`config.mk`:
```
export PLATFORM = sky130hd
export DESIGN_NAME = pci_phase_tracker
export DESIGN_NICKNAME = d
export VERILOG_FILES = /design/src/rtl/pci_phase_tracker.sv
export SDC_FILE = /design/constraint.sdc
export NUM_CORES = 1
export LEC_CHECK = 0
export ABC_AREA = 1
export BUFFER_PORTS_ARGS = -buffer_cell sky130_fd_sc_hd__buf_2
export CAP_MARGIN = 20
export CORE_MARGIN = 2
export CORE_UTILIZATION = 52
export DETAILED_ROUTE_END_ITERATION = 10
export PLACE_DENSITY = 0.8
export SETUP_SLACK_MARGIN = 0.3
export SLEW_MARGIN = 20
export SYNTH_ARGS = -nofsm -noshare
export SYNTH_HDL_FRONTEND = slang
export SYNTH_SLANG_ARGS = --single-unit
```
`constraint.sdc`:
```
create_clock -name clk -period 1.35 [get_ports clk]
set_input_delay 0.2025 -clock clk [delete_from_list [all_inputs] [get_ports clk]]
set_output_delay 0.2025 -clock clk [all_outputs]
set_load 0.05 [all_outputs]
```
`src/rtl/pci_phase_tracker.sv`:
```
module pci_phase_tracker #(
  parameter int WAIT_W      = 8,
  parameter int ABORT_LIMIT = 5
) (
  input  logic              clk,
  input  logic              rst_n,
  input  logic              frame_n,
  input  logic              irdy_n,
  input  logic              trdy_n,
  input  logic              stop_n,
  input  logic              devsel_n,
  output logic              bus_idle,
  output logic              addr_phase,
  output logic              data_phase,
  output logic              xfer_done,
  output logic              last_phase,
  output logic              claimed,
  output logic              target_stop,
  output logic              master_abort,
  output logic [WAIT_W-1:0] wait_count
);

  localparam int AC_W = $clog2(ABORT_LIMIT + 1);
  localparam logic [WAIT_W-1:0] WAIT_MAX = '1;
  localparam logic [AC_W-1:0]   AC_LAST  = AC_W'(ABORT_LIMIT - 1);

  typedef enum logic [1:0] {PH_IDLE, PH_ADDR, PH_DATA} phase_e;

  phase_e ph, ph_nxt;
  logic [AC_W-1:0] ab_cnt;
  logic            sel_seen;

  logic frame, irdy, trdy, stop, devsel;
  assign frame  = ~frame_n;
  assign irdy   = ~irdy_n;
  assign trdy   = ~trdy_n;
  assign stop   = ~stop_n;
  assign devsel = ~devsel_n;

  logic in_xact, start, data_edge, stall;
  assign in_xact   = (ph != PH_IDLE);
  assign start     = (ph == PH_IDLE) && frame;
  assign data_edge = in_xact && (frame || irdy);
  assign stall     = data_edge && !(irdy && trdy);

  always_comb begin
    ph_nxt = ph;
    case (ph)
      PH_IDLE: if (frame) ph_nxt = PH_ADDR;
      PH_ADDR: ph_nxt = (frame || irdy) ? PH_DATA : PH_IDLE;
      PH_DATA: if (!frame && !irdy) ph_nxt = PH_IDLE;
      default: ph_nxt = PH_IDLE;
    endcase
  end

  always_ff @(posedge clk or negedge rst_n) begin
    if (!rst_n) begin
      ph          <= PH_IDLE;
      xfer_done   <= 1'b0;
      last_phase  <= 1'b0;
      claimed     <= 1'b0;
      target_stop <= 1'b0;
    end else begin
      ph          <= ph_nxt;
      xfer_done   <= data_edge && irdy && trdy;
      last_phase  <= data_edge && !frame && irdy;
      claimed     <= devsel;
      target_stop <= (in_xact || start) && stop;
    end
  end

  always_ff @(posedge clk or negedge rst_n) begin
    if (!rst_n) begin
      wait_count <= '0;
    end else if (start) begin
      wait_count <= '0;
    end else if (stall && wait_count != WAIT_MAX) begin
      wait_count <= wait_count + 1'b1;
    end
  end

  always_ff @(posedge clk or negedge rst_n) begin
    if (!rst_n) begin
      ab_cnt       <= '0;
      sel_seen     <= 1'b0;
      master_abort <= 1'b0;
    end else if (start) begin
      ab_cnt       <= '0;
      sel_seen     <= 1'b0;
      master_abort <= 1'b0;
    end else if (in_xact && !sel_seen && !master_abort) begin
      if (devsel)
        sel_seen <= 1'b1;
      else if (ab_cnt == AC_LAST)
        master_abort <= 1'b1;
      else
        ab_cnt <= ab_cnt + 1'b1;
    end
  end

  assign bus_idle   = (ph == PH_IDLE);
  assign addr_phase = (ph == PH_ADDR);
  assign data_phase = (ph == PH_DATA);

endmodule


```
==> Yosys cells after proc, flatten, opt, wreduce, memory -nomap -nowiden <==
Cells that the tools add are included.
{ "word_totals": {"regBits": 19, "word_cells": 69, "inputBits": 7, "output_inout_bits": 16} }
{ "classes": {"n_reduce_logical": 28, "n_addsub": 2, "bitwise_logic": 5, "mux": 17, "n_eq_ne": 8} }
{ "op_table": {"columns": ["op", "count"], "rows": [
  ["2-to-1 mux 8 bit", 2],
  ["logical AND 1 bit", 13],
  ["2-to-1 mux 3 bit", 4],
  ["nonzero test 2 bit", 5],
  ["adder 8 x 1 -> 8 bit (second input constant)", 1],
  ["inequality test 8 bit (second input constant)", 1],
  ["2-to-1 mux 1 bit", 7],
  ["2-to-1 mux 2 bit", 3],
  ["one-hot mux 2 bit (3 select lines)", 1],
  ["AND reduction 3 bit", 2],
  ["NOT 1 bit", 5],
  ["inequality test 2 x 1 -> 1 bit (second input constant)", 2],
  ["inequality test 2 bit (second input constant)", 2],
  ["AND reduction 2 bit", 2],
  ["adder 3 x 1 -> 3 bit (second input constant)", 1],
  ["== test 3 bit (second input constant)", 1],
  ["zero test 1 bit", 3],
  ["== test 2 x 1 -> 1 bit (second input constant)", 1],
  ["== test 2 bit (second input constant)", 1],
  ["zero test 2 bit", 1],
  ["logical OR 1 bit", 2]
]} }

==> Longest topological paths before layout <==
Gate-level depths: netlist (run 1).
{ "logic_depth": {"depth_word": 7, "mapped_depth": 8, "depth_no_buf": 8} }

==> Least setup slack after synthesis (run 1) <==
OpenSTA, ideal clock, no wires.
{ "synth_timing": {"kind": "reg2reg", "startpoint": "register wait_count[1]", "endpoint": "register wait_count[7]", "path_buffers": 0, "synth_period_minus_slack_ns": 1.590, "path_slack_ns": -0.240, "path_stages_with_launch": 9, "setup_ns": 0.121, "required_time_ns": 1.229, "t_arrival_ns": 1.470, "cell_sequence": "dfrtp_1 > ha_1 > nand2_2 > nor2_4 > nand2_2 > inv_2 > nor2_4 > nand2_1 > nand2_1"} }
{ "synth_between": {"elab_chain_cells": 3, "elab_cells_between_ends": 6, "cone_classes": "add/sub: 1; eq/ne: 1; mux: 2; reduce/logical: 2"} }
{ "synth_rtl": {"columns": ["element", "line_no", "rtl"], "rows": [
  ["start, declared", "20", "output logic [WAIT_W-1:0] wait_count"],
  ["start signal, assigned", "78", "wait_count <= wait_count + 1'b1;"],
  ["adder 8 x 1 -> 8 bit or inequality test 8 bit (tied branches)", "78, 77", null],
  ["2-to-1 mux 8 bit or logical AND 1 bit (tied branches)", "77", "end else if (stall && wait_count != WAIT_MAX) begin"],
  ["2-to-1 mux 8 bit or nonzero test 2 bit (tied branches)", null, null]
]} }
Parallel ways exist; a longest one is shown, timed or not. The select of a mux whose other input is x is not followed.
A chain may end at the register's enable or synchronous reset.

==> Final worst setup path (run 1) <==
{ "layout_timing": {"startpoint": "register wait_count[1]", "endpoint": "register wait_count[4]"} }
The elaborated chain is that of the path after synthesis.

==> impl_results.html, run 1 <==
<table>
<tr><th>Metric</th><th>Value</th></tr>
<tr><th colspan="2">Outcome</th></tr>
<tr><td>Result of the run</td><td>finished with violations</td></tr>
<tr><td>Violations in the final reports</td><td>setup timing</td></tr>
<tr><th colspan="2">STA</th></tr>
<tr><td>Fmax</td><td>735 MHz</td></tr>
<tr><td>Final Cycle Share</td><td>101%</td></tr>
<tr><td>Worst setup margin</td><td>-0.0106 ns</td></tr>
<tr><td>Final clock skew</td><td>0.00241 ns</td></tr>
<tr><td>Setup repair after global routing missed its margin</td><td>true</td></tr>
<tr><td>Setup Viol. Count Final</td><td>1</td></tr>
<tr><td>Final total negative setup slack</td><td>-0.0106 ns</td></tr>
<tr><td>Final number of hold-violating endpoints</td><td>0</td></tr>
<tr><td>Max_slew headroom</td><td>70.9%</td></tr>
<tr><td>Slew of the pin with the lowest slew margin</td><td>0.436 ns</td></tr>
<tr><td>Final-report max-slew violation count</td><td>0</td></tr>
<tr><td>Period minus WS final</td><td>1.36 ns</td></tr>
<tr><th colspan="2">Critical path</th></tr>
<tr><td>Highest net fanout along the worst path</td><td>7</td></tr>
<tr><td>Critical Path AT</td><td>1.61 ns</td></tr>
<tr><td>Worst path required time</td><td>1.59 ns</td></tr>
<tr><td>Class of the most critical setup path</td><td>reg2reg</td></tr>
<tr><td>Startpoint Class</td><td>register</td></tr>
<tr><td>Endpoint type of the worst setup path</td><td>register</td></tr>
<tr><th colspan="2">Power and ir drop</th></tr>
<tr><td>Reg power frac</td><td>28.1%</td></tr>
<tr><td>Clk network pwr share</td><td>9.9%</td></tr>
<tr><td>Internal power consumption</td><td>1620 uW</td></tr>
<tr><td>Peak ir drop on the vdd network</td><td>1.57 mV</td></tr>
<tr><td>Total power density per cell area</td><td>1930 nW/um^2</td></tr>
<tr><td>Switching power as a share of total power</td><td>46.9%</td></tr>
<tr><td>Static Leak</td><td>0.000808 uW</td></tr>
<tr><td>Portion of total power attributed to combinational logic</td><td>62.0%</td></tr>
<tr><td>Net switching component of the power</td><td>1430 uW</td></tr>
<tr><th colspan="2">Layout</th></tr>
<tr><td>Antenna diode instance count</td><td>0</td></tr>
<tr><td>Share of cells above drive strength 1</td><td>45.1%</td></tr>
<tr><td>Post-Route Utilization</td><td>88.6%</td></tr>
<tr><td>Area growth syn-to-layout</td><td>55.2%</td></tr>
<tr><td>Final standard cell area without fillers</td><td>1580 um^2</td></tr>
<tr><td>Number of nets in the layout</td><td>184</td></tr>
<tr><th colspan="2">Clocking</th></tr>
<tr><td>Cell at the root of the clock tree</td><td>clkbuf_4</td></tr>
<tr><td>Buffer depth of the longest clock path</td><td>2</td></tr>
<tr><td>Clk pin slew, worst setup/hold paths</td><td>0.11 ns</td></tr>
<tr><td>Clock latency on the worst-skew pair</td><td>0.30 ns</td></tr>
<tr><td>Maximum level of the CTS H-tree</td><td>1</td></tr>
<tr><td>Cts bufs inserted</td><td>3</td></tr>
<tr><td>CTS tree</td><td>done</td></tr>
<tr><td>Total clock sinks</td><td>19</td></tr>
<tr><th colspan="2">Routing</th></tr>
<tr><td>Routed wire length on met3</td><td>277 um</td></tr>
<tr><td>Final Routed Wirelength</td><td>3.52 mm</td></tr>
<tr><td>Routed metal-1 wirelength</td><td>1.43 mm</td></tr>
<tr><td>Antenna viol nets, final</td><td>0</td></tr>
<tr><td>Number of remaining DRC errors</td><td>0</td></tr>
<tr><td>Total via count in the routed design</td><td>1118</td></tr>
<tr><td>Top metal layer carrying routed signals</td><td>met4</td></tr>
<tr><td>TritonRoute pass-1 iters</td><td>4</td></tr>
<tr><td>Detailed router's first-iteration violation count</td><td>58</td></tr>
<tr><td>Met2 layer wire length in the routed design</td><td>1.68 mm</td></tr>
<tr><td>Mean number of vias per cell</td><td>5.65</td></tr>
<tr><td>Average routed wire per standard cell</td><td>17.8 um</td></tr>
<tr><th colspan="2">Logic synthesis</th></tr>
<tr><td>Largest family of logic cells by synthesized area</td><td>simple AND/OR/NAND/NOR gates</td></tr>
<tr><td>Ys Warns</td><td>0</td></tr>
<tr><td>Post-synthesis compound-gate area fraction</td><td>2.71%</td></tr>
<tr><td>Fraction of the mapped netlist area in simple logic gates</td><td>37.6%</td></tr>
<tr><td>Number of distinct library cell variants in the gate-level netlist after synthesis</td><td>21</td></tr>
<tr><td>Synthesized-area fraction occupied by adder cells</td><td>3.69%</td></tr>
<tr><td>Syn nets</td><td>138</td></tr>
<tr><td>Yosys reg bits</td><td>19</td></tr>
<tr><td>Sequential area share after synthesis</td><td>46.7%</td></tr>
<tr><td>Post-synthesis instance total</td><td>128</td></tr>
<tr><td>Area share of xor/xnor cells in the synthesized design</td><td>2.58%</td></tr>
<tr><td>Share of cell area taken by muxes after synthesis</td><td>0%</td></tr>
<tr><td>Mean cell area of the mapped netlist</td><td>7.95 um^2</td></tr>
<tr><td>Post-synthesis instance area</td><td>1020 um^2</td></tr>
<tr><th colspan="2">Floorplan</th></tr>
<tr><td>Count of boundary I/O pins</td><td>23</td></tr>
<tr><td>X dimension of the die</td><td>48.2 um</td></tr>
<tr><td>Starting Density</td><td>57.1%</td></tr>
<tr><td>Die Y-Extent</td><td>48.2 um</td></tr>
<tr><td>Site Rows</td><td>15</td></tr>
<tr><td>Core area</td><td>1780 um^2</td></tr>
<tr><td>Die area</td><td>2330 um^2</td></tr>
<tr><th colspan="2">Job</th></tr>
<tr><td>Max-cap viol count</td><td>0</td></tr>
<tr><th colspan="2">Global routing</th></tr>
<tr><td>Number of global-route vias before repair</td><td>1085</td></tr>
<tr><td>Largest net degree at the start of global routing</td><td>20</td></tr>
<tr><td>Antenna violations before repair</td><td>0</td></tr>
<tr><td>Total overflow reported by the global router</td><td>0</td></tr>
<tr><td>Total routing usage reported by global routing</td><td>27.3%</td></tr>
<tr><td>First-pass GRT wire length</td><td>4.37 mm</td></tr>
<tr><th colspan="2">Placed design</th></tr>
<tr><td>Area after detailed placement</td><td>1180 um^2</td></tr>
<tr><td>Final RePlAce weighted congestion</td><td>0.844</td></tr>
<tr><td>Hpwl dp</td><td>1.57 mm</td></tr>
<tr><td>Count of port buffers added during placement</td><td>22</td></tr>
<tr><th colspan="2">Min path</th></tr>
<tr><td>Classification of the worst-slack hold path</td><td>in2reg</td></tr>
</table>
## worst max-delay path, cell delays in order (launching register included)
cell     delay [ns]
dfrtp_2        0.46
ha_4           0.18
nand2_4        0.08
nor2_4         0.04
nand2_4        0.10
inv_4          0.04
nor2_4         0.19
nand2_1        0.12
nand2_1        0.08
## stage by stage
step | total power [uW] | setup WS (ns) | cells | hold slack, ns
6_report | 3050 | -0.0106 | 198 | 0.0484
5_1_grt | 3200 | -0.0626 | 198 | 0.0411
4_1_cts | 2730 | 0.0533 | 196 | 0.0349
3_5_place_dp | 2000 | 0.0796 | 174 | 0.165
3_3_place_gp | 1960 | 0.129 | 174 | 0.159
2_1_floorplan | 1760 | 0.00859 | 128 | -0.0931
## cell families after synthesis
group	count (synthesis)
xor gates and xnor gates	3
adders and majority gates	3
AOI/OAI and AO/OA	5
buffers and inverters	16
and+or+nand+nor	82
DFF	19
## power groups by stage
stage               logic, uW  registers, uW  clock network, uW
floorplan                 706           1050                  0
global placement         1110            845                  0
detailed placement       1140            858                  0
CTS                      1600            830                296
global route             2010            863                324
finish                   1890            855                302
## synthesized netlist by cell type
| library cell | count | share of area [%] |
|---|---|---|
| nor2_4 | 3 | 3.3 |
| nand3_1 | 16 | 7.9 |
| nand2_2 | 2 | 1.2 |
| nor2_2 | 1 | 0.62 |
| nand3b_1 | 1 | 0.74 |
| o21a_1 | 1 | 0.74 |
| xor2_1 | 2 | 1.7 |
| inv_2 | 2 | 0.74 |
| nand2_1 | 38 | 14 |
| o21ai_1 | 1 | 0.49 |
| buf_6 | 1 | 1.1 |
| nand4_1 | 2 | 1.2 |
| ha_1 | 3 | 3.7 |
| inv_1 | 13 | 4.8 |
| nor2_1 | 16 | 5.9 |
| nand2_4 | 2 | 2.2 |
| nor3_1 | 1 | 0.49 |
| dfrtp_1 | 19 | 47 |
| o21ai_0 | 1 | 0.49 |
| a21oi_1 | 2 | 0.98 |
| xnor2_1 | 1 | 0.86 |
## state kept, by name (all words and copies together), names as in the netlist
signal and flops:
xfer_done 1, target_stop 1, master_abort 1, sel_seen 1, wait_count 8, last_phase 1
claimed 1, ph 2, ab_cnt 3
## worst paths after layout
kind,start,end,slack (ns),cells past startpoint
max in group asynchronous,rst_n,wait_count[0],0.67,2
setup reg to reg,wait_count[1],wait_count[4],-0.01,8
hold reg to reg,sel_seen,sel_seen,0.55,2
hold / removal,stop_n,target_stop,0.05,2
setup / recovery,wait_count[1],wait_count[4],-0.01,8
min in group asynchronous,rst_n,target_stop,0.36,2
## final cells by class
class | count | area, um^2
well taps | 25 | 31.3
repair buffers | 42 | 423
clock buffers | 4 | 26.3
fillers | 73 | 204
flip-flops and latches | 19 | 485
multi-input cells | 93 | 549
inverters | 15 | 63.8
## layout by cell type, fill, tap and decap left out, drive strengths merged
master	n
a21oi	2
buf	41
clkbuf	4
dfrtp	19
dlygate4sd3	1
ha	3
inv	15
nand2	42
nand3	16
nand3b	1
nand4	2
nor2	20
nor3	1
o21a	1
o21ai	2
xnor2	1
xor2	2
## what timing repair did
action                                  in CTS  in global routing
resized for setup                           42                 25
endpoints found under the setup margin      28                 30
hold buffers                                 1                  0
pin swaps                                   15                 12
setup buffers                               17                  2
endpoints found under the hold margin       19                  0
## layer usage
| metal | track usage, % | vias to the layer above |
|---|---|---|
| li1 | - | 493 |
| met2 | 47.4 | 72 |
| met5 | 0 | - |
| met1 | 30.1 | 533 |
| met3 | 5.56 | 20 |
| met4 | 17.3 | 0 |
Note: power is estimated with default switching activity, not from simulation.
==> run 2: changes to the inputs <==
--- a/config.mk
+++ b/config.mk
@@ -9,9 +9,9 @@
 export BUFFER_PORTS_ARGS = -buffer_cell sky130_fd_sc_hd__buf_2
 export CAP_MARGIN = 20
 export CORE_MARGIN = 2
-export CORE_UTILIZATION = 52
+export CORE_UTILIZATION = 50
 export DETAILED_ROUTE_END_ITERATION = 10
-export PLACE_DENSITY = 0.8
+export PLACE_DENSITY = 0.78
 export SETUP_SLACK_MARGIN = 0.3
 export SLEW_MARGIN = 20
 export SYNTH_ARGS = -nofsm -noshare
==> run 2 against run 1 <==
  * The flow now finishes without violations
  * Non-clock buffer count up 2
  * Clock power down 4%
  * Clock skew increased by 0.0018 ns
  * Clock-buffer cell count is 1 lower
  * Hold slack is essentially flat
  * Register-to-register slack improved by 0.10 ns
  * Critical path type is now reg2out
==> impl_results.html, run 2 (synthesized netlist as in run 1, its figures left out) <==
<table>
<tr><th>Metric</th><th>Value</th></tr>
<tr><th colspan="2">Global routing</th></tr>
<tr><td>Total routing usage reported by global routing</td><td>22.0% (-5.3 points)</td></tr>
<tr><td>First-pass GRT wire length</td><td>4.04 mm (-7.7%)</td></tr>
<tr><td>Number of global-route vias before repair</td><td>976 (-10%)</td></tr>
<tr><td>Antenna violations before repair</td><td>0 (unchanged)</td></tr>
<tr><td>Largest net degree at the start of global routing</td><td>20 (unchanged)</td></tr>
<tr><td>Total overflow reported by the global router</td><td>0 (unchanged)</td></tr>
<tr><th colspan="2">Clocking</th></tr>
<tr><td>Cts bufs inserted</td><td>3 (unchanged)</td></tr>
<tr><td>CTS tree</td><td>done</td></tr>
<tr><td>Clk pin slew, worst setup/hold paths</td><td>0.11 ns (about the same)</td></tr>
<tr><td>Total clock sinks</td><td>19 (unchanged)</td></tr>
<tr><td>Maximum level of the CTS H-tree</td><td>1 (unchanged)</td></tr>
<tr><td>Cell at the root of the clock tree</td><td>clkbuf_4</td></tr>
<tr><td>Buffer depth of the longest clock path</td><td>2 (unchanged)</td></tr>
<tr><td>Clock latency on the worst-skew pair</td><td>0.30 ns (about the same)</td></tr>
<tr><th colspan="2">Routing</th></tr>
<tr><td>Final Routed Wirelength</td><td>2.46 mm (-30%)</td></tr>
<tr><td>Average routed wire per standard cell</td><td>12.2 um (-31%)</td></tr>
<tr><td>TritonRoute pass-1 iters</td><td>4 (unchanged)</td></tr>
<tr><td>Antenna viol nets, final</td><td>0 (unchanged)</td></tr>
<tr><td>Total via count in the routed design</td><td>997 (-11%)</td></tr>
<tr><td>Mean number of vias per cell</td><td>4.94 (-13%)</td></tr>
<tr><td>Detailed router's first-iteration violation count</td><td>14 (-76%)</td></tr>
<tr><td>Number of remaining DRC errors</td><td>0 (unchanged)</td></tr>
<tr><th colspan="2">Placed design</th></tr>
<tr><td>Pre-CTS setup slack</td><td>0.0831 ns (+0.00353 ns)</td></tr>
<tr><td>Hpwl dp</td><td>1.46 mm (-7.0%)</td></tr>
<tr><td>Final RePlAce weighted congestion</td><td>0.863 (+2.2%)</td></tr>
<tr><td>Count of port buffers added during placement</td><td>22 (unchanged)</td></tr>
<tr><th colspan="2">Critical path</th></tr>
<tr><td>Biggest cell delay along the critical path</td><td>0.42 ns (-0.04 ns)</td></tr>
<tr><td>Launching instance or port of the critical path</td><td>ph[1]</td></tr>
<tr><td>Highest net fanout along the worst path</td><td>5 (-2)</td></tr>
<tr><td>Worst path required time</td><td>1.15 ns (-0.44 ns)</td></tr>
<tr><td>Endpoint type of the worst setup path</td><td>primary output</td></tr>
<tr><td>Startpoint of the worst-slack reg-to-reg timing path</td><td>ph[1]</td></tr>
<tr><td>Critical Path AT</td><td>1.09 ns (-0.52 ns)</td></tr>
<tr><td>Cells on worst reg2reg path</td><td>7 (-1)</td></tr>
<tr><td>Class of the most critical setup path</td><td>reg2out</td></tr>
<tr><td>Count of buffering cells on the critical path with inverters included</td><td>3 (+2)</td></tr>
<tr><td>Critical path cell sequence</td><td>inv_2 -&gt; nand2_4 -&gt; inv_4 -&gt; buf_8</td></tr>
<tr><td>Setup slack on the worst flop-to-flop path</td><td>0.09 ns (+0.10 ns)</td></tr>
<tr><td>Worst reg2reg path endpoint</td><td>sel_seen</td></tr>
<tr><td>Cell at the slowest stage of the critical path</td><td>dfrtp_1</td></tr>
<tr><td>Timing endpoint of the critical path</td><td>bus_idle</td></tr>
<tr><td>Logic depth of the worst path, buffers included</td><td>4 (-4)</td></tr>
<tr><td>Largest delay contributor family on the critical path</td><td>flip-flops</td></tr>
<tr><td>Startpoint Class</td><td>register</td></tr>
<tr><th colspan="2">Layout</th></tr>
<tr><td>Antenna diode instance count</td><td>0 (unchanged)</td></tr>
<tr><td>Registers with the most flip-flops</td><td>wait_count x8, ab_cnt x3, ph x2</td></tr>
<tr><td>Number of inserted filler cells in the final layout</td><td>123 (+68%)</td></tr>
<tr><td>Number of nets in the layout</td><td>186 (+1.1%)</td></tr>
<tr><td>Largest register by flop count</td><td>wait_count</td></tr>
<tr><td>Flip-flop count of the largest register, all copies and words added</td><td>8 (unchanged)</td></tr>
<tr><td>Share of cells above drive strength 1</td><td>41.7% (-3.4 points)</td></tr>
<tr><td>Most common cell after layout, fill and taps aside</td><td>nand2_1</td></tr>
<tr><td>Area growth syn-to-layout</td><td>51.8%</td></tr>
<tr><td>Multi-input combinational cell area</td><td>512 um^2 (-6.8%)</td></tr>
<tr><td>Area taken by flip-flops and latches</td><td>484 um^2 (-0.26%)</td></tr>
<tr><td>Leading cell types in the layout, fill and taps excluded</td><td>37 x nand2_1, 17 x buf_4, 15 x nand3_1</td></tr>
<tr><th colspan="2">STA</th></tr>
<tr><td>Final total negative setup slack</td><td>0 ns (+0.0106 ns)</td></tr>
<tr><td>Final Cycle Share</td><td>95.9% (-4.9 points)</td></tr>
<tr><td>Fmax</td><td>773 MHz (+5.1%)</td></tr>
<tr><td>Final number of hold-violating endpoints</td><td>0 (unchanged)</td></tr>
<tr><td>Worst setup margin</td><td>0.0559 ns (+0.0665 ns)</td></tr>
<tr><td>Slew of the pin with the lowest slew margin</td><td>0.426 ns (-0.0103 ns)</td></tr>
<tr><td>Setup Viol. Count Final</td><td>0 (-1)</td></tr>
<tr><td>Setup repair after global routing missed its margin</td><td>true</td></tr>
<tr><td>Final clock skew</td><td>0.00422 ns (+0.00180 ns)</td></tr>
<tr><td>Period minus WS final</td><td>1.29 ns (-0.0665 ns)</td></tr>
<tr><td>Max_slew headroom</td><td>71.6% (+0.69 points)</td></tr>
<tr><td>Final-report max-slew violation count</td><td>0 (unchanged)</td></tr>
<tr><th colspan="2">Floorplan</th></tr>
<tr><td>Site Rows</td><td>16 (+1)</td></tr>
<tr><td>Count of boundary I/O pins</td><td>23 (unchanged)</td></tr>
<tr><td>Core area</td><td>1940 um^2 (+8.9%)</td></tr>
<tr><td>Starting Density</td><td>52.4% (-4.7 points)</td></tr>
<tr><td>X dimension of the die</td><td>49.1 um (+1.8%)</td></tr>
<tr><td>Die area</td><td>2410 um^2 (+3.7%)</td></tr>
<tr><td>Die Y-Extent</td><td>49.1 um (+1.8%)</td></tr>
<tr><th colspan="2">Power and ir drop</th></tr>
<tr><td>Portion of total power attributed to combinational logic</td><td>59.6% (-2.4 points)</td></tr>
<tr><td>Internal power consumption</td><td>1540 uW (-4.8%)</td></tr>
<tr><td>Reg power frac</td><td>30.0% (+1.9 points)</td></tr>
<tr><td>Switching power as a share of total power</td><td>45.1% (-1.8 points)</td></tr>
<tr><td>Static Leak</td><td>0.000817 uW (+1.0%)</td></tr>
<tr><td>Clk network pwr share</td><td>10.3% (+0.4 points)</td></tr>
<tr><td>Total power density per cell area</td><td>1820 nW/um^2 (-5.8%)</td></tr>
<tr><td>Net switching component of the power</td><td>1270 uW (-11%)</td></tr>
<tr><td>Peak ir drop on the vdd network</td><td>1.57 mV (-0.17%)</td></tr>
<tr><th colspan="2">Outcome</th></tr>
<tr><td>Result of the run</td><td>finished, final reports clean</td></tr>
<tr><th colspan="2">Min path</th></tr>
<tr><td>Classification of the worst-slack hold path</td><td>in2reg</td></tr>
<tr><th colspan="2">Job</th></tr>
<tr><td>Max-cap viol count</td><td>0 (unchanged)</td></tr>
</table>
==> run 2: cell types whose count changed in the layout (fill, tap and decap cells not counted), sizes merged <==
cell    delta
buf        +2
clkinv     +1
clkbuf     -1
==> run 2: timing repair <==
action | 4_1_cts | 5_1_grt
hold buffers | 1 | 0
endpoints found under the hold margin | 19 | 0
setup buffers | 18 | 3
pin swaps | 14 | 3
endpoints found under the setup margin | 28 | 30
resized for setup | 39 | 13
==> run 2: cell type report <==
class | count | area share [%]
clock inverters | 1 | 0.324
repair buffers | 44 | 27.4
well taps | 27 | 2.19
multi-input cells | 93 | 33.1
clock buffers | 3 | 1.46
inverters | 15 | 4.13
flip-flops and latches | 19 | 31.4
==> run 2: per-stage QoR <==
stage / util (%) / instances / power [uW] / hold slack (ns) / instance area [um^2]
4_1_cts: 75.9 / 199 / 2670 / 0.0260 / 1470
3_3_place_gp: 61.0 / 176 / 1950 / 0.158 / 1180
6_report: 79.5 / 202 / 2810 / 0.0484 / 1540
5_1_grt: 79.5 / 202 / 3020 / 0.0264 / 1540
2_1_floorplan: - / 128 / 1760 / -0.0931 / 1050
3_5_place_dp: 61.0 / 176 / 1980 / 0.165 / 1180
==> run 2: power groups by stage <==
stage / registers [uW] / logic (uW) / clock network, uW
after floorplan: 1050 / 706 / 0
after global placement: 843 / 1100 / 0
after detailed placement: 856 / 1130 / 0
after CTS: 833 / 1530 / 300
after global routing: 861 / 1830 / 325
final: 843 / 1670 / 290
==> run 2: worst reg2reg max path, delay by kind of cell (launching register included) <==
| family | cells | cell delay (ns) |
|---|---|---|
| DFF | 1 | 0.42 |
| and+or+nand+nor | 2 | 0.24 |
| buffers and inverters | 4 | 0.46 |
| AOI/OAI and AO/OA | 1 | 0.03 |
==> run 2: worst min path at each step <==
| stage | endpoint | from | cells past startpoint |
|---|---|---|---|
| after floorplan | ab_cnt[0] | rst_n | 0 |
| after global placement | xfer_done | rst_n | 1 |
| after detailed placement | xfer_done | rst_n | 1 |
| after CTS | target_stop | stop_n | 2 |
| after global routing | target_stop | stop_n | 2 |
| final | target_stop | stop_n | 2 |
==> run 2: routing by layer <==
metal	vias up	GRT usage [%]	wire length, um	share of wire (%)
met3	11	3.37	99	4.0
met1	460	24.2	919	37
met5	-	0	0	0
li1	498	-	-	-
met4	0	13.3	85	3.4
met2	28	39.4	1360	55
==> run 3: changes to the inputs <==
--- a/config.mk
+++ b/config.mk
@@ -9,9 +9,9 @@
 export BUFFER_PORTS_ARGS = -buffer_cell sky130_fd_sc_hd__buf_2
 export CAP_MARGIN = 20
 export CORE_MARGIN = 2
-export CORE_UTILIZATION = 50
+export CORE_UTILIZATION = 45
 export DETAILED_ROUTE_END_ITERATION = 10
-export PLACE_DENSITY = 0.78
+export PLACE_DENSITY = 0.71
 export SETUP_SLACK_MARGIN = 0.3
 export SLEW_MARGIN = 20
 export SYNTH_ARGS = -nofsm -noshare
==> run 3 against run 2 <==
  * Register-to-register slack got worse by 0.04 ns
  * Combinational power about the same
  * Via count up 0.50%
  * Sequential cell count is the same
  * Hold slack worse by 0.014 ns
  * Total power shrank 0.76%
  * Setup slack got worse by 0.0023 ns
  * Clock power grew 2%
  * Clock skew fell by 0.00063 ns
  * Fmax is 0.17% lower
  * Final area decreased by 1.6%
  * Largest cell class unchanged
==> impl_results.html, run 3 (synthesized netlist as in run 1, its figures left out) <==
<table>
<tr><th>Metric</th><th>Value</th></tr>
<tr><th colspan="2">Clocking</th></tr>
<tr><td>Total clock sinks</td><td>19 (unchanged)</td></tr>
<tr><td>CTS tree</td><td>done</td></tr>
<tr><td>Cell at the root of the clock tree</td><td>clkbuf_4</td></tr>
<tr><td>Maximum level of the CTS H-tree</td><td>1 (unchanged)</td></tr>
<tr><td>Clock latency on the worst-skew pair</td><td>0.30 ns (about the same)</td></tr>
<tr><td>Buffer depth of the longest clock path</td><td>2 (unchanged)</td></tr>
<tr><td>Clk pin slew, worst setup/hold paths</td><td>0.11 ns (about the same)</td></tr>
<tr><td>Cts bufs inserted</td><td>3 (unchanged)</td></tr>
<tr><th colspan="2">Outcome</th></tr>
<tr><td>Result of the run</td><td>finished, final reports clean</td></tr>
<tr><th colspan="2">Power and ir drop</th></tr>
<tr><td>Net switching component of the power</td><td>1280 uW (+0.75%)</td></tr>
<tr><td>Switching power as a share of total power</td><td>45.8% (+0.69 points)</td></tr>
<tr><td>Internal power consumption</td><td>1510 uW (-2.0%)</td></tr>
<tr><td>Total power density per cell area</td><td>1830 nW/um^2 (+0.87%)</td></tr>
<tr><td>Reg power frac</td><td>30.1% (about the same)</td></tr>
<tr><td>Static Leak</td><td>0.000808 uW (-1.0%)</td></tr>
<tr><td>Portion of total power attributed to combinational logic</td><td>59.3% (-0.3 points)</td></tr>
<tr><td>Peak ir drop on the vdd network</td><td>1.27 mV (-19%)</td></tr>
<tr><td>Clk network pwr share</td><td>10.6% (+0.3 points)</td></tr>
<tr><th colspan="2">Critical path</th></tr>
<tr><td>Worst reg2reg path endpoint</td><td>wait_count[2]</td></tr>
<tr><td>Biggest cell delay along the critical path</td><td>0.46 ns (+0.04 ns)</td></tr>
<tr><td>Endpoint type of the worst setup path</td><td>register</td></tr>
<tr><td>Setup slack on the worst flop-to-flop path</td><td>0.05 ns (-0.04 ns)</td></tr>
<tr><td>Highest net fanout along the worst path</td><td>7 (+2)</td></tr>
<tr><td>Cell at the slowest stage of the critical path</td><td>dfrtp_2</td></tr>
<tr><td>Startpoint Class</td><td>register</td></tr>
<tr><td>Worst path required time</td><td>1.59 ns (+0.44 ns)</td></tr>
<tr><td>Count of buffering cells on the critical path with inverters included</td><td>1 (-2)</td></tr>
<tr><td>Cells on worst reg2reg path</td><td>8 (+1)</td></tr>
<tr><td>Startpoint of the worst-slack reg-to-reg timing path</td><td>wait_count[1]</td></tr>
<tr><td>Critical path cell sequence</td><td>ha_4 -&gt; nand2_4 -&gt; nor2_4 -&gt; nand2_4 -&gt; inv_2 -&gt; nor2_4 -&gt; nand2_1 -&gt; nand2_1</td></tr>
<tr><td>Critical Path AT</td><td>1.54 ns (+0.45 ns)</td></tr>
<tr><td>Largest delay contributor family on the critical path</td><td>simple AND/OR/NAND/NOR gates</td></tr>
<tr><td>Class of the most critical setup path</td><td>reg2reg</td></tr>
<tr><th colspan="2">Routing</th></tr>
<tr><td>TritonRoute pass-1 iters</td><td>4 (unchanged)</td></tr>
<tr><td>Final Routed Wirelength</td><td>2.43 mm (-1.5%)</td></tr>
<tr><td>Detailed router's first-iteration violation count</td><td>28 (+14)</td></tr>
<tr><td>Number of remaining DRC errors</td><td>0 (unchanged)</td></tr>
<tr><td>Antenna viol nets, final</td><td>0 (unchanged)</td></tr>
<tr><td>Mean number of vias per cell</td><td>4.94 (about the same)</td></tr>
<tr><td>Total via count in the routed design</td><td>1002 (+0.50%)</td></tr>
<tr><td>Average routed wire per standard cell</td><td>12.0 um (-2.0%)</td></tr>
<tr><th colspan="2">Floorplan</th></tr>
<tr><td>Count of boundary I/O pins</td><td>23 (unchanged)</td></tr>
<tr><td>Site Rows</td><td>17 (+1)</td></tr>
<tr><td>Die area</td><td>2660 um^2 (+10%)</td></tr>
<tr><td>X dimension of the die</td><td>51.5 um (+5.0%)</td></tr>
<tr><td>Starting Density</td><td>46.9% (-5.5 points)</td></tr>
<tr><td>Core area</td><td>2170 um^2 (+12%)</td></tr>
<tr><td>Die Y-Extent</td><td>51.5 um (+5.0%)</td></tr>
<tr><th colspan="2">STA</th></tr>
<tr><td>Fmax</td><td>771 MHz (-0.17%)</td></tr>
<tr><td>Slew of the pin with the lowest slew margin</td><td>0.420 ns (-0.00546 ns)</td></tr>
<tr><td>Setup repair after global routing missed its margin</td><td>true</td></tr>
<tr><td>Final Cycle Share</td><td>96.0% (+0.17 points)</td></tr>
<tr><td>Final number of hold-violating endpoints</td><td>0 (unchanged)</td></tr>
<tr><td>Period minus WS final</td><td>1.30 ns (+0.00226 ns)</td></tr>
<tr><td>Final total negative setup slack</td><td>0 ns (unchanged)</td></tr>
<tr><td>Setup Viol. Count Final</td><td>0 (unchanged)</td></tr>
<tr><td>Worst setup margin</td><td>0.0536 ns (-0.00226 ns)</td></tr>
<tr><td>Final clock skew</td><td>0.00359 ns (-0.000626 ns)</td></tr>
<tr><td>Final-report max-slew violation count</td><td>0 (unchanged)</td></tr>
<tr><td>Max_slew headroom</td><td>72.0% (+0.36 points)</td></tr>
<tr><th colspan="2">Min path</th></tr>
<tr><td>Hold Crit Depth</td><td>2 (unchanged)</td></tr>
<tr><td>Classification of the worst-slack hold path</td><td>in2reg</td></tr>
<tr><td>Startpoint of the worst hold path</td><td>stop_n</td></tr>
<tr><td>Hold Path End</td><td>target_stop</td></tr>
<tr><th colspan="2">Layout</th></tr>
<tr><td>Most common cell after layout, fill and taps aside</td><td>nand2_1</td></tr>
<tr><td>Antenna diode instance count</td><td>0 (unchanged)</td></tr>
<tr><td>Number of nets in the layout</td><td>186 (unchanged)</td></tr>
<tr><td>Number of inserted filler cells in the final layout</td><td>154 (+25%)</td></tr>
<tr><td>Multi-input combinational cell area</td><td>519 um^2 (+1.5%)</td></tr>
<tr><td>Largest register by flop count</td><td>wait_count</td></tr>
<tr><td>Post-Route Utilization</td><td>70.0% (-9.5 points)</td></tr>
<tr><td>Leading cell types in the layout, fill and taps excluded</td><td>36 x nand2_1, 19 x buf_4, 17 x buf_6</td></tr>
<tr><td>Flip-flop count of the largest register, all copies and words added</td><td>8 (unchanged)</td></tr>
<tr><td>Area growth syn-to-layout</td><td>49.3%</td></tr>
<tr><td>Share of cells above drive strength 1</td><td>42.3% (+0.57 points)</td></tr>
<tr><td>Area taken by flip-flops and latches</td><td>484 um^2 (unchanged)</td></tr>
<tr><td>Registers with the most flip-flops</td><td>wait_count x8, ab_cnt x3, ph x2</td></tr>
<tr><th colspan="2">Global routing</th></tr>
<tr><td>Antenna violations before repair</td><td>0 (unchanged)</td></tr>
<tr><td>First-pass GRT wire length</td><td>3.88 mm (-3.9%)</td></tr>
<tr><td>Total overflow reported by the global router</td><td>0 (unchanged)</td></tr>
<tr><td>Number of global-route vias before repair</td><td>921 (-5.6%)</td></tr>
<tr><td>Largest net degree at the start of global routing</td><td>20 (unchanged)</td></tr>
<tr><td>Total routing usage reported by global routing</td><td>19.8% (-2.3 points)</td></tr>
<tr><th colspan="2">Placed design</th></tr>
<tr><td>Final RePlAce weighted congestion</td><td>0.826 (-4.3%)</td></tr>
<tr><td>Hpwl dp</td><td>1.52 mm (+4.4%)</td></tr>
<tr><td>Count of port buffers added during placement</td><td>22 (unchanged)</td></tr>
<tr><td>Pre-CTS setup slack</td><td>0.0694 ns (-0.0137 ns)</td></tr>
<tr><th colspan="2">Job</th></tr>
<tr><td>Max-cap viol count</td><td>0 (unchanged)</td></tr>
</table>
run 3: cell type report:
type / instances / area share [%]
Multi-Input combinational cell: 93 / 34.2
Sequential cell: 19 / 31.9
Timing Repair Buffer: 44 / 25.6
Inverter: 15 / 4.20
Tap cell: 28 / 2.31
Clock buffer: 3 / 1.48
Clock inverter: 1 / 0.329
run 3: layer usage:
layer  part of all wire [%]  up-vias  GRT usage (%)
li1                       -      497              -
met1                     41      462           25.1
met2                     52       35           33.1
met3                    5.2        8           2.59
met4                    1.9        0           9.65
met5                      0        -              0
run 3: worst max path at each step:
stage,cells after the start,startpoint,slack [ns],end
floorplan,8,wait_count[1],0.009,wait_count[7]
global placement,8,wait_count[1],0.13,wait_count[2]
detailed placement,8,wait_count[1],0.07,wait_count[0]
CTS,8,wait_count[0],0.05,wait_count[0]
global route,8,wait_count[0],0.003,wait_count[4]
finish,8,wait_count[1],0.05,wait_count[2]
run 3: stage by stage:
stage / hold slack, ns / power (uW) / area, um^2 / cells
2_1_floorplan: -0.0931 / 1760 / 1050 / 128
6_report: 0.0343 / 2790 / 1520 / 203
5_1_grt: 0.0199 / 2960 / 1520 / 203
3_3_place_gp: 0.167 / 1960 / 1190 / 177
4_1_cts: 0.0233 / 2750 / 1480 / 200
3_5_place_dp: 0.166 / 2000 / 1190 / 177
run 3: timing repair:
| item | CTS | global route |
|---|---|---|
| buffers inserted | 18 | 3 |
| hold buffers | 1 | 0 |
| pin swaps | 13 | 5 |
| hold endpoints to repair | 19 | 0 |
| endpoints found under the setup margin | 28 | 30 |
| resized for setup | 40 | 5 |
| gates cloned | 0 | 0 |
run 3: worst register-to-register path: cells and delay by family, from the launching register on:
kind                       cells  cell delay [ns]
adders and majority gates      1             0.18
buffers and inverters          1             0.05
DFF                            1             0.46
and+or+nand+nor                6             0.55
run 3: power by group through the flow:
| stage | combinational (uW) | sequential [uW] | clock, uW |
|---|---|---|---|
| after floorplan | 706 | 1050 | 0 |
| after global placement | 1110 | 843 | 0 |
| after detailed placement | 1150 | 856 | 0 |
| after CTS | 1600 | 835 | 319 |
| after global routing | 1770 | 855 | 335 |
| final | 1650 | 838 | 296 |
